<file path="config.mk">
export PLATFORM = sky130hd
export DESIGN_NAME = tim_cfg_guard
export DESIGN_NICKNAME = d
export VERILOG_FILES = /design/src/rtl/cfg_guard_pkg.sv /design/src/rtl/cfg_lock_ctrl.sv /design/src/rtl/cfg_glob_regs.sv /design/src/rtl/cfg_chan_reg.sv /design/src/rtl/tim_cfg_guard.sv
export SDC_FILE = /design/constraint.sdc
export NUM_CORES = 1
export LEC_CHECK = 0
export ABC_AREA = 1
export CAP_MARGIN = 15
export CELL_PAD_IN_SITES_DETAIL_PLACEMENT = 1
export CELL_PAD_IN_SITES_GLOBAL_PLACEMENT = 1
export CORE_MARGIN = 5
export CORE_UTILIZATION = 35
export DETAILED_ROUTE_END_ITERATION = 7
export HOLD_SLACK_MARGIN = 0.15
export PLACE_DENSITY_LB_ADDON = 0.3
export SYNTH_ARGS = -nofsm -noshare
export SYNTH_HDL_FRONTEND = slang
export SYNTH_SLANG_ARGS = --single-unit
</file>
<file path="constraint.sdc">
create_clock -name clk_i -period 1.7 [get_ports clk_i]
set_clock_uncertainty 0.05 [all_clocks]
set_input_delay 0.34 -clock clk_i [delete_from_list [all_inputs] [get_ports clk_i]]
set_output_delay 0.34 -clock clk_i [all_outputs]
set_load 0.05 [all_outputs]
</file>
<file path="src/rtl/cfg_guard_pkg.sv">
package cfg_guard_pkg;
  localparam int ADDR_W = 3;
  localparam int DATA_W = 8;

  typedef enum logic [1:0] {
    LVL_OPEN = 2'd0,
    LVL_1    = 2'd1,
    LVL_2    = 2'd2,
    LVL_3    = 2'd3
  } lock_lvl_e;

  localparam logic [ADDR_W-1:0] A_IDLE = 3'd0;
  localparam logic [ADDR_W-1:0] A_DT   = 3'd1;
  localparam logic [ADDR_W-1:0] A_CTL  = 3'd2;
  localparam int               CH_BASE = 4;

  // control word bit positions
  localparam int B_OFF_IDLE = 2;
  localparam int B_OFF_RUN  = 3;
  localparam int B_BRK_EN   = 4;
  localparam int B_BRK_POL  = 5;
  localparam int B_AUTO_OE  = 6;

  localparam logic [1:0] DIR_OUT = 2'b00;
endpackage

</file>
<file path="src/rtl/cfg_lock_ctrl.sv">
module cfg_lock_ctrl
  import cfg_guard_pkg::*;
(
  input  logic      clk_i,
  input  logic      rst_ni,
  input  logic      ctl_we_i,
  input  logic [1:0] lvl_wdata_i,
  output lock_lvl_e level_o,
  output logic      frozen_o
);
  lock_lvl_e level_q;
  logic      frozen_q;

  always_ff @(posedge clk_i or negedge rst_ni) begin
    if (!rst_ni) begin
      level_q  <= LVL_OPEN;
      frozen_q <= 1'b0;
    end else if (ctl_we_i && !frozen_q) begin
      level_q  <= lock_lvl_e'(lvl_wdata_i);
      frozen_q <= 1'b1;
    end
  end

  assign level_o  = level_q;
  assign frozen_o = frozen_q;
endmodule

</file>
<file path="src/rtl/cfg_glob_regs.sv">
module cfg_glob_regs
  import cfg_guard_pkg::*;
#(
  parameter int IDLE_W = 7
) (
  input  logic              clk_i,
  input  logic              rst_ni,
  input  logic              idle_we_i,
  input  logic              dt_we_i,
  input  logic              ctl_we_i,
  input  logic [DATA_W-1:0] wdata_i,
  input  lock_lvl_e         level_i,
  output logic [IDLE_W-1:0] idle_o,
  output logic [DATA_W-1:0] dt_o,
  output logic              brk_en_o,
  output logic              brk_pol_o,
  output logic              auto_oe_o,
  output logic              off_run_o,
  output logic              off_idle_o
);
  logic tier1_open, tier2_open;
  assign tier1_open = (level_i == LVL_OPEN);
  assign tier2_open = (level_i == LVL_OPEN) || (level_i == LVL_1);

  always_ff @(posedge clk_i or negedge rst_ni) begin
    if (!rst_ni) begin
      idle_o <= '0;
      dt_o   <= '0;
    end else if (tier1_open) begin
      if (idle_we_i) idle_o <= wdata_i[IDLE_W-1:0];
      if (dt_we_i)   dt_o   <= wdata_i;
    end
  end

  // level is still open before the first control write, so those bits land
  always_ff @(posedge clk_i or negedge rst_ni) begin
    if (!rst_ni) begin
      brk_en_o  <= 1'b0;
      brk_pol_o <= 1'b0;
      auto_oe_o <= 1'b0;
    end else if (ctl_we_i && tier1_open) begin
      brk_en_o  <= wdata_i[B_BRK_EN];
      brk_pol_o <= wdata_i[B_BRK_POL];
      auto_oe_o <= wdata_i[B_AUTO_OE];
    end
  end

  always_ff @(posedge clk_i or negedge rst_ni) begin
    if (!rst_ni) begin
      off_run_o  <= 1'b0;
      off_idle_o <= 1'b0;
    end else if (ctl_we_i && tier2_open) begin
      off_run_o  <= wdata_i[B_OFF_RUN];
      off_idle_o <= wdata_i[B_OFF_IDLE];
    end
  end
endmodule

</file>
<file path="src/rtl/cfg_chan_reg.sv">
module cfg_chan_reg
  import cfg_guard_pkg::*;
(
  input  logic              clk_i,
  input  logic              rst_ni,
  input  logic              we_i,
  input  logic [DATA_W-1:0] wdata_i,
  input  lock_lvl_e         level_i,
  output logic [1:0]        dir_o,
  output logic              pol_o,
  output logic [2:0]        mode_o,
  output logic              pre_o
);
  logic is_out, pol_open, mode_open;
  assign is_out    = (dir_o == DIR_OUT);
  assign pol_open  = !is_out || (level_i == LVL_OPEN) || (level_i == LVL_1);
  assign mode_open = !is_out || (level_i != LVL_3);

  always_ff @(posedge clk_i or negedge rst_ni) begin
    if (!rst_ni) begin
      dir_o  <= DIR_OUT;
      pol_o  <= 1'b0;
      mode_o <= '0;
      pre_o  <= 1'b0;
    end else if (we_i) begin
      dir_o <= wdata_i[1:0];
      if (pol_open) pol_o <= wdata_i[2];
      if (mode_open) begin
        mode_o <= wdata_i[5:3];
        pre_o  <= wdata_i[6];
      end
    end
  end
endmodule

</file>
<file path="src/rtl/tim_cfg_guard.sv">
module tim_cfg_guard
  import cfg_guard_pkg::*;
#(
  parameter int NUM_CH = 4
) (
  input  logic                  clk_i,
  input  logic                  rst_ni,
  input  logic                  we_i,
  input  logic [ADDR_W-1:0]     addr_i,
  input  logic [DATA_W-1:0]     wdata_i,
  output logic [DATA_W-1:0]     rdata_o,
  output logic [1:0]            lock_level_o,
  output logic [2*NUM_CH-2:0]   idle_o,
  output logic [DATA_W-1:0]     dt_code_o,
  output logic                  brk_en_o,
  output logic                  brk_pol_o,
  output logic                  auto_oe_o,
  output logic                  off_run_o,
  output logic                  off_idle_o,
  output logic [2*NUM_CH-1:0]   ch_dir_o,
  output logic [NUM_CH-1:0]     ch_pol_o,
  output logic [3*NUM_CH-1:0]   ch_mode_o,
  output logic [NUM_CH-1:0]     ch_pre_o
);
  localparam int IDLE_W = 2*NUM_CH-1;

  lock_lvl_e level;
  logic      frozen;
  logic      ctl_we;

  assign ctl_we = we_i && (addr_i == A_CTL);

  cfg_lock_ctrl u_lock (
    .clk_i       (clk_i),
    .rst_ni      (rst_ni),
    .ctl_we_i    (ctl_we),
    .lvl_wdata_i (wdata_i[1:0]),
    .level_o     (level),
    .frozen_o    (frozen)
  );

  cfg_glob_regs #(.IDLE_W(IDLE_W)) u_glob (
    .clk_i      (clk_i),
    .rst_ni     (rst_ni),
    .idle_we_i  (we_i && (addr_i == A_IDLE)),
    .dt_we_i    (we_i && (addr_i == A_DT)),
    .ctl_we_i   (ctl_we),
    .wdata_i    (wdata_i),
    .level_i    (level),
    .idle_o     (idle_o),
    .dt_o       (dt_code_o),
    .brk_en_o   (brk_en_o),
    .brk_pol_o  (brk_pol_o),
    .auto_oe_o  (auto_oe_o),
    .off_run_o  (off_run_o),
    .off_idle_o (off_idle_o)
  );

  for (genvar c = 0; c < NUM_CH; c++) begin : g_ch
    cfg_chan_reg u_ch (
      .clk_i   (clk_i),
      .rst_ni  (rst_ni),
      .we_i    (we_i && (addr_i == ADDR_W'(CH_BASE + c))),
      .wdata_i (wdata_i),
      .level_i (level),
      .dir_o   (ch_dir_o[2*c +: 2]),
      .pol_o   (ch_pol_o[c]),
      .mode_o  (ch_mode_o[3*c +: 3]),
      .pre_o   (ch_pre_o[c])
    );
  end

  assign lock_level_o = level;

  always_comb begin
    rdata_o = '0;
    if (addr_i == A_IDLE) rdata_o[IDLE_W-1:0] = idle_o;
    if (addr_i == A_DT)   rdata_o = dt_code_o;
    if (addr_i == A_CTL) begin
      rdata_o[1:0]        = level;
      rdata_o[B_OFF_IDLE] = off_idle_o;
      rdata_o[B_OFF_RUN]  = off_run_o;
      rdata_o[B_BRK_EN]   = brk_en_o;
      rdata_o[B_BRK_POL]  = brk_pol_o;
      rdata_o[B_AUTO_OE]  = auto_oe_o;
    end
    for (int c = 0; c < NUM_CH; c++) begin
      if (addr_i == ADDR_W'(CH_BASE + c))
        rdata_o = {1'b0, ch_pre_o[c], ch_mode_o[3*c +: 3], ch_pol_o[c], ch_dir_o[2*c +: 2]};
    end
  end
endmodule

</file>
# --- Word-level counts from Yosys, hierarchy flattened ---
# Cells that the tools add are included.
word_totals:
  reg_bits: 51
  in_bits: 14
  out_inout_bits: 58
  wordCells: 84
classes:
  n_eq_ne: 8
  n_mux: 7
  n_reduce_logical: 44
op_table:
  columns: ["op", "count"]
  rows:
  - ["$mux 8", 5]
  - ["$reduce_and 2->1", 10]
  - ["$mux 7", 2]
  - ["$logic_or 1x1->1", 13]
  - ["$eq 3x3->1 const B", 4]
  - ["$logic_and 1x1->1", 10]
  - ["$logic_not 2->1", 5]
  - ["$logic_not 1->1", 5]
  - ["$eq 3x1->1 const B", 1]
  - ["$eq 3x2->1 const B", 1]
  - ["$logic_not 3->1", 1]
  - ["$eq 2x1->1 const B", 1]
  - ["$ne 2x2->1 const B", 1]

# --- Longest topological paths before layout ---
logic_depth:
  word_depth: 8
  ltp_mapped: 8
  mapped_depth_nobuf: 7

# --- Cells and area by module ---
# A second synthesis with hierarchy kept.
unflattened:
  hier_cells: 332
  area_unflattened_um2: 2706.3
modules_own_cells:
  columns: ["mod", "instances", "cells_per_inst", "area_per_inst_um2", "seq_area_each_um2"]
  rows:
  - ["cfg_chan_reg", 4, 32, 317.8, 175.2]
  - ["cfg_glob_regs", 1, 90, 822.0, 500.5]
  - ["tim_cfg_guard", 1, 102, 499.2, 0.0]
  - ["cfg_lock_ctrl", 1, 12, 113.9, 75.1]

# --- Worst setup path before layout ---
# OpenSTA, ideal clock, no wires.
synth_path:
  path_kind: "input-to-output"
  start: "input port addr_i[1]"
  end: "output port rdata_o[0]"
  t_arrival_ns: 1.416
  required_time_ns: 1.310
  path_slack_ns: -0.106
  stages: 7
  n_path_buf: 1
  cell_sequence: "buf_2 nand2_2 nor2_4 inv_2 nor2_1 nor2_1 nand4_1"
synth_between:
  elab_chain_cells: 8
synth_rtl:
  columns: ["item", "line", "rtl"]
  rows:
  - ["from (decl)", "tim_cfg_guard.sv:9", "input logic [ADDR_W-1:0] addr_i,"]
  - ["$logic_not 3->1", "tim_cfg_guard.sv:77", "if (addr_i == A_IDLE) rdata_o[IDLE_W-1:0] = idle_o;"]
  - ["$mux 7", "tim_cfg_guard.sv:77", null]
  - ["$mux 8", "tim_cfg_guard.sv:78", "if (addr_i == A_DT) rdata_o = dt_code_o;"]
  - ["$mux 7", "tim_cfg_guard.sv:79", "if (addr_i == A_CTL) begin"]
  - ["$mux 8 (3 in series)", "tim_cfg_guard.sv:88", "if (addr_i == ADDR_W'(CH_BASE + c))"]
  - ["$mux 8 (*)", "tim_cfg_guard.sv:88", null]
  - ["to (decl)", "tim_cfg_guard.sv:11", "output logic [DATA_W-1:0] rdata_o,"]
# Mark *: on every way between the ends. The rest lies on a longest branch, timed or not.

# --- Final worst setup path ---
layout_path:
  start: "input port addr_i[0]"
  end: "output port rdata_o[4]"
# Same word-level chain as after synthesis.

==> out/qor.txt <==
status - finished with violations
failing checks - setup timing
Vert. Die Dim - 95.1 um
Core Util, Final - 59.8%
Pleak - 0.00201 uW
sequential-to-total area share from yosys stat - 50.4%
crit path launch type - input pin
cell repeated most along the worst path - buf_6
post-synthesis sequential element count - 51
die area - 9040 um^2
endpoints failing setup - 7
Hold Slack - 0.416 ns
final RePlAce weighted congestion - 0.841
pwr dens - 1160 nW/um^2
Reg power frac - 34.0%
vias in the first global route - 2871
Die W - 95.1 um
CP peak stage delay - 0.19 ns
synthesized cell area - 2530 um^2
CTS tree - yes
most frequent cell after synthesis - nand2_1
synth warn - 0
fin crit share - 107%
clock buffer count from CTS - 5
Synth async-reset ratio - 100%
Bufs on Longest Clock Path - 2
Area Growth Syn to Fin - 68.6%
sw frac - 42.5%
Fin. Hold Viols - 0
Slew @ Worst Pin - 0.508 ns
area share of the largest cell type after synthesis - 50.4%
setup slack, reg-to-reg - 0.10 ns
DP Cell Count - 485
crit path time final - 1.81 ns
post-DP HPWL - 6630 um
Critical Path, Cell by Cell - buf_8 > buf_6 > buf_6 > nor2_4 > nand2_4 > inv_6 > nand2_2 > nand4_1 > buf_12
Initial Util - 35.5%
largest net degree at the start of global routing - 30
Layout Cells excl Fill - 525
Synth cell types - 26
Post-synth EDFFs - 0
final wirelength - 9190 um
row count - 31
Clock Pin Slew Worst Setup and Hold Paths - 0.09 ns
Slew HR - 66.1%
CTS HTree Levels - 2
synth top area cells - dfrtp_1 (50%), nand2_1 (15%), o21ai_0 (6.3%)
routed vias/inst - 4.97
peak supply drop - 0.659 mV
Syn Nets - 319
CTS Sinks - 51
kind of critical path - in2out
worst-skew pair later-pin latency - 0.30 ns
core area - 7140 um^2
worst hold-check path type - reg2reg
Detailed Route Iter0 Violations - 68
Avg Cell Area, Syn - 8.30 um^2
largest area contributor in the netlist - dfrtp_1
clock network power share - 15.8%
Crit path required time - 1.31 ns
PortBufs - 71
Post-Syn Instances - 305
share of layout cells above drive strength 1 - 42.7%
ys flop type - dfrtp_1
io pins - 72
Avg WL per Cell - 17.5 um
clk root buf - clkbuf_8
Pint - 2860 uW
Psw - 2110 uW
Final Max Slew Viols - 0
first-pass GRT wire length - 14800 um
crit end category - output pin
commonest cells in the netlist - nand2_1 (98), dfrtp_1 (51), o21ai_0 (32)
Overflow after GRT - 0
1st-pass router iterations - 4
slowest CP cell - nand4_1
Final WS setup - -0.113 ns
drc violations - 0
nets - 439
TNS Setup - -0.645 ns
initial antenna violation count - 0
Combinational Power Share - 50.1%
critical-path maximum fanout - 6
vias after detailed routing - 2611
crit path DAT - 1.42 ns
diode count - 0
Total Power - 4970 uW
RSZ-0062 raised after global routing - true
Total GRT Usage - 21.5%
max-cap viol count - 0
maximum clock rate - 552 MHz
Antenna Violating Nets Remaining - 0
## path summary, 6_finish.rpt
check / from / to / cells after the start
worst min register to register: u_lock.frozen_o / u_lock.frozen_o / 2
min in group asynchronous: rst_ni / g_ch[0].u_ch.mode_o[2] / 2
worst min-delay path: u_lock.frozen_o / u_lock.frozen_o / 2
max in group asynchronous: rst_ni / u_glob.dt_o[1] / 3
worst max register to register: u_lock.level_o[1] / g_ch[2].u_ch.mode_o[0] / 6
worst max-delay path: addr_i[0] / rdata_o[4] / 9
## per-layer routing
| metal | global-route usage, % | part of all wire, % | up-vias | routed length, um |
|---|---|---|---|---|
| met4 | 8.41 | 2.8 | 0 | 256 |
| met2 | 38.2 | 52 | 87 | 4810 |
| met1 | 25.2 | 40 | 1287 | 3710 |
| met5 | 0 | 0 | - | 0 |
| met3 | 4.58 | 4.4 | 23 | 407 |
| li1 | - | - | 1214 | - |
## area by class of cell
type | count | area (um^2)
fill | 819 | 2870
clock buffer | 8 | 100
timing repair buffer | 124 | 1470
tap | 99 | 124
sequential | 51 | 1290
inverter | 30 | 123
multi-input combinational | 213 | 1160
## through the flow
stage | setup slack, ns | area [um^2]
final | -0.113 | 4270
after global routing | -0.162 | 4270
after CTS | -0.182 | 4150
after detailed placement | -0.580 | 3780
after global placement | -0.504 | 3780
after floorplan | -0.0335 | 2560
## power by group through the flow
stage,Combinational (uW),Clock (uW),Sequential (uW)
after floorplan,627,0,2260
after global placement,2190,0,1750
after detailed placement,2240,0,1760
after CTS,2400,795,1700
after global routing,2620,840,1720
final,2490,787,1690
## state kept, by name, indices dropped and copies added, names as in the netlist, 2 cells and up
| signal | cells |
|---|---|
| u_lock.level_o | 2 |
| g_ch.u_ch.dir_o | 8 |
| u_glob.dt_o | 8 |
| g_ch.u_ch.mode_o | 12 |
| g_ch.u_ch.pol_o | 4 |
| u_glob.idle_o | 7 |
| g_ch.u_ch.pre_o | 4 |
## cells by family after synthesis
| family | after synthesis | synth area share, % |
|---|---|---|
| and+or+nand+nor | 157 | 28.8 |
| AOI/OAI and AO/OA | 56 | 13.1 |
| DFF | 51 | 50.4 |
| buffers and inverters | 41 | 7.76 |
## timing repair
action / in CTS / in global routing
setup endpoints to repair: 23 / 16
pin swaps: 22 / 23
endpoints found under the hold margin: 17 / 0
cloned: 0 / 0
resized for setup: 44 / 26
hold buffers: 1 / 0
setup buffers: 24 / 10
## critical path, delay by kind of cell
kind / cells / cell delay (ns)
buffers and inverters: 5 / 0.60
AND/OR/NAND/NOR: 4 / 0.46
## placed cells by master (no fill, tap or decap), types with 2 or more instances in the layout
cell type        count
o21ai_2              9
inv_2                4
o21a_1               4
o21ai_0             29
o21ai_1             11
dfrtp_1             39
inv_4                2
buf_12              38
nand4_1              9
buf_4               65
nand2_4              3
o21ai_4              2
and2_4               3
nand2_2              8
nor2_2               4
nand2_1             91
clkdlybuf4s50_1      9
inv_1               23
nor2_4               5
nor3_4               2
and2_0               2
dfrtp_2             12
clkbuf_8             7
nand3_1              3
nor2_1              22
nand3_2              2
buf_6                9
Note: power is estimated with default switching activity, not from simulation.
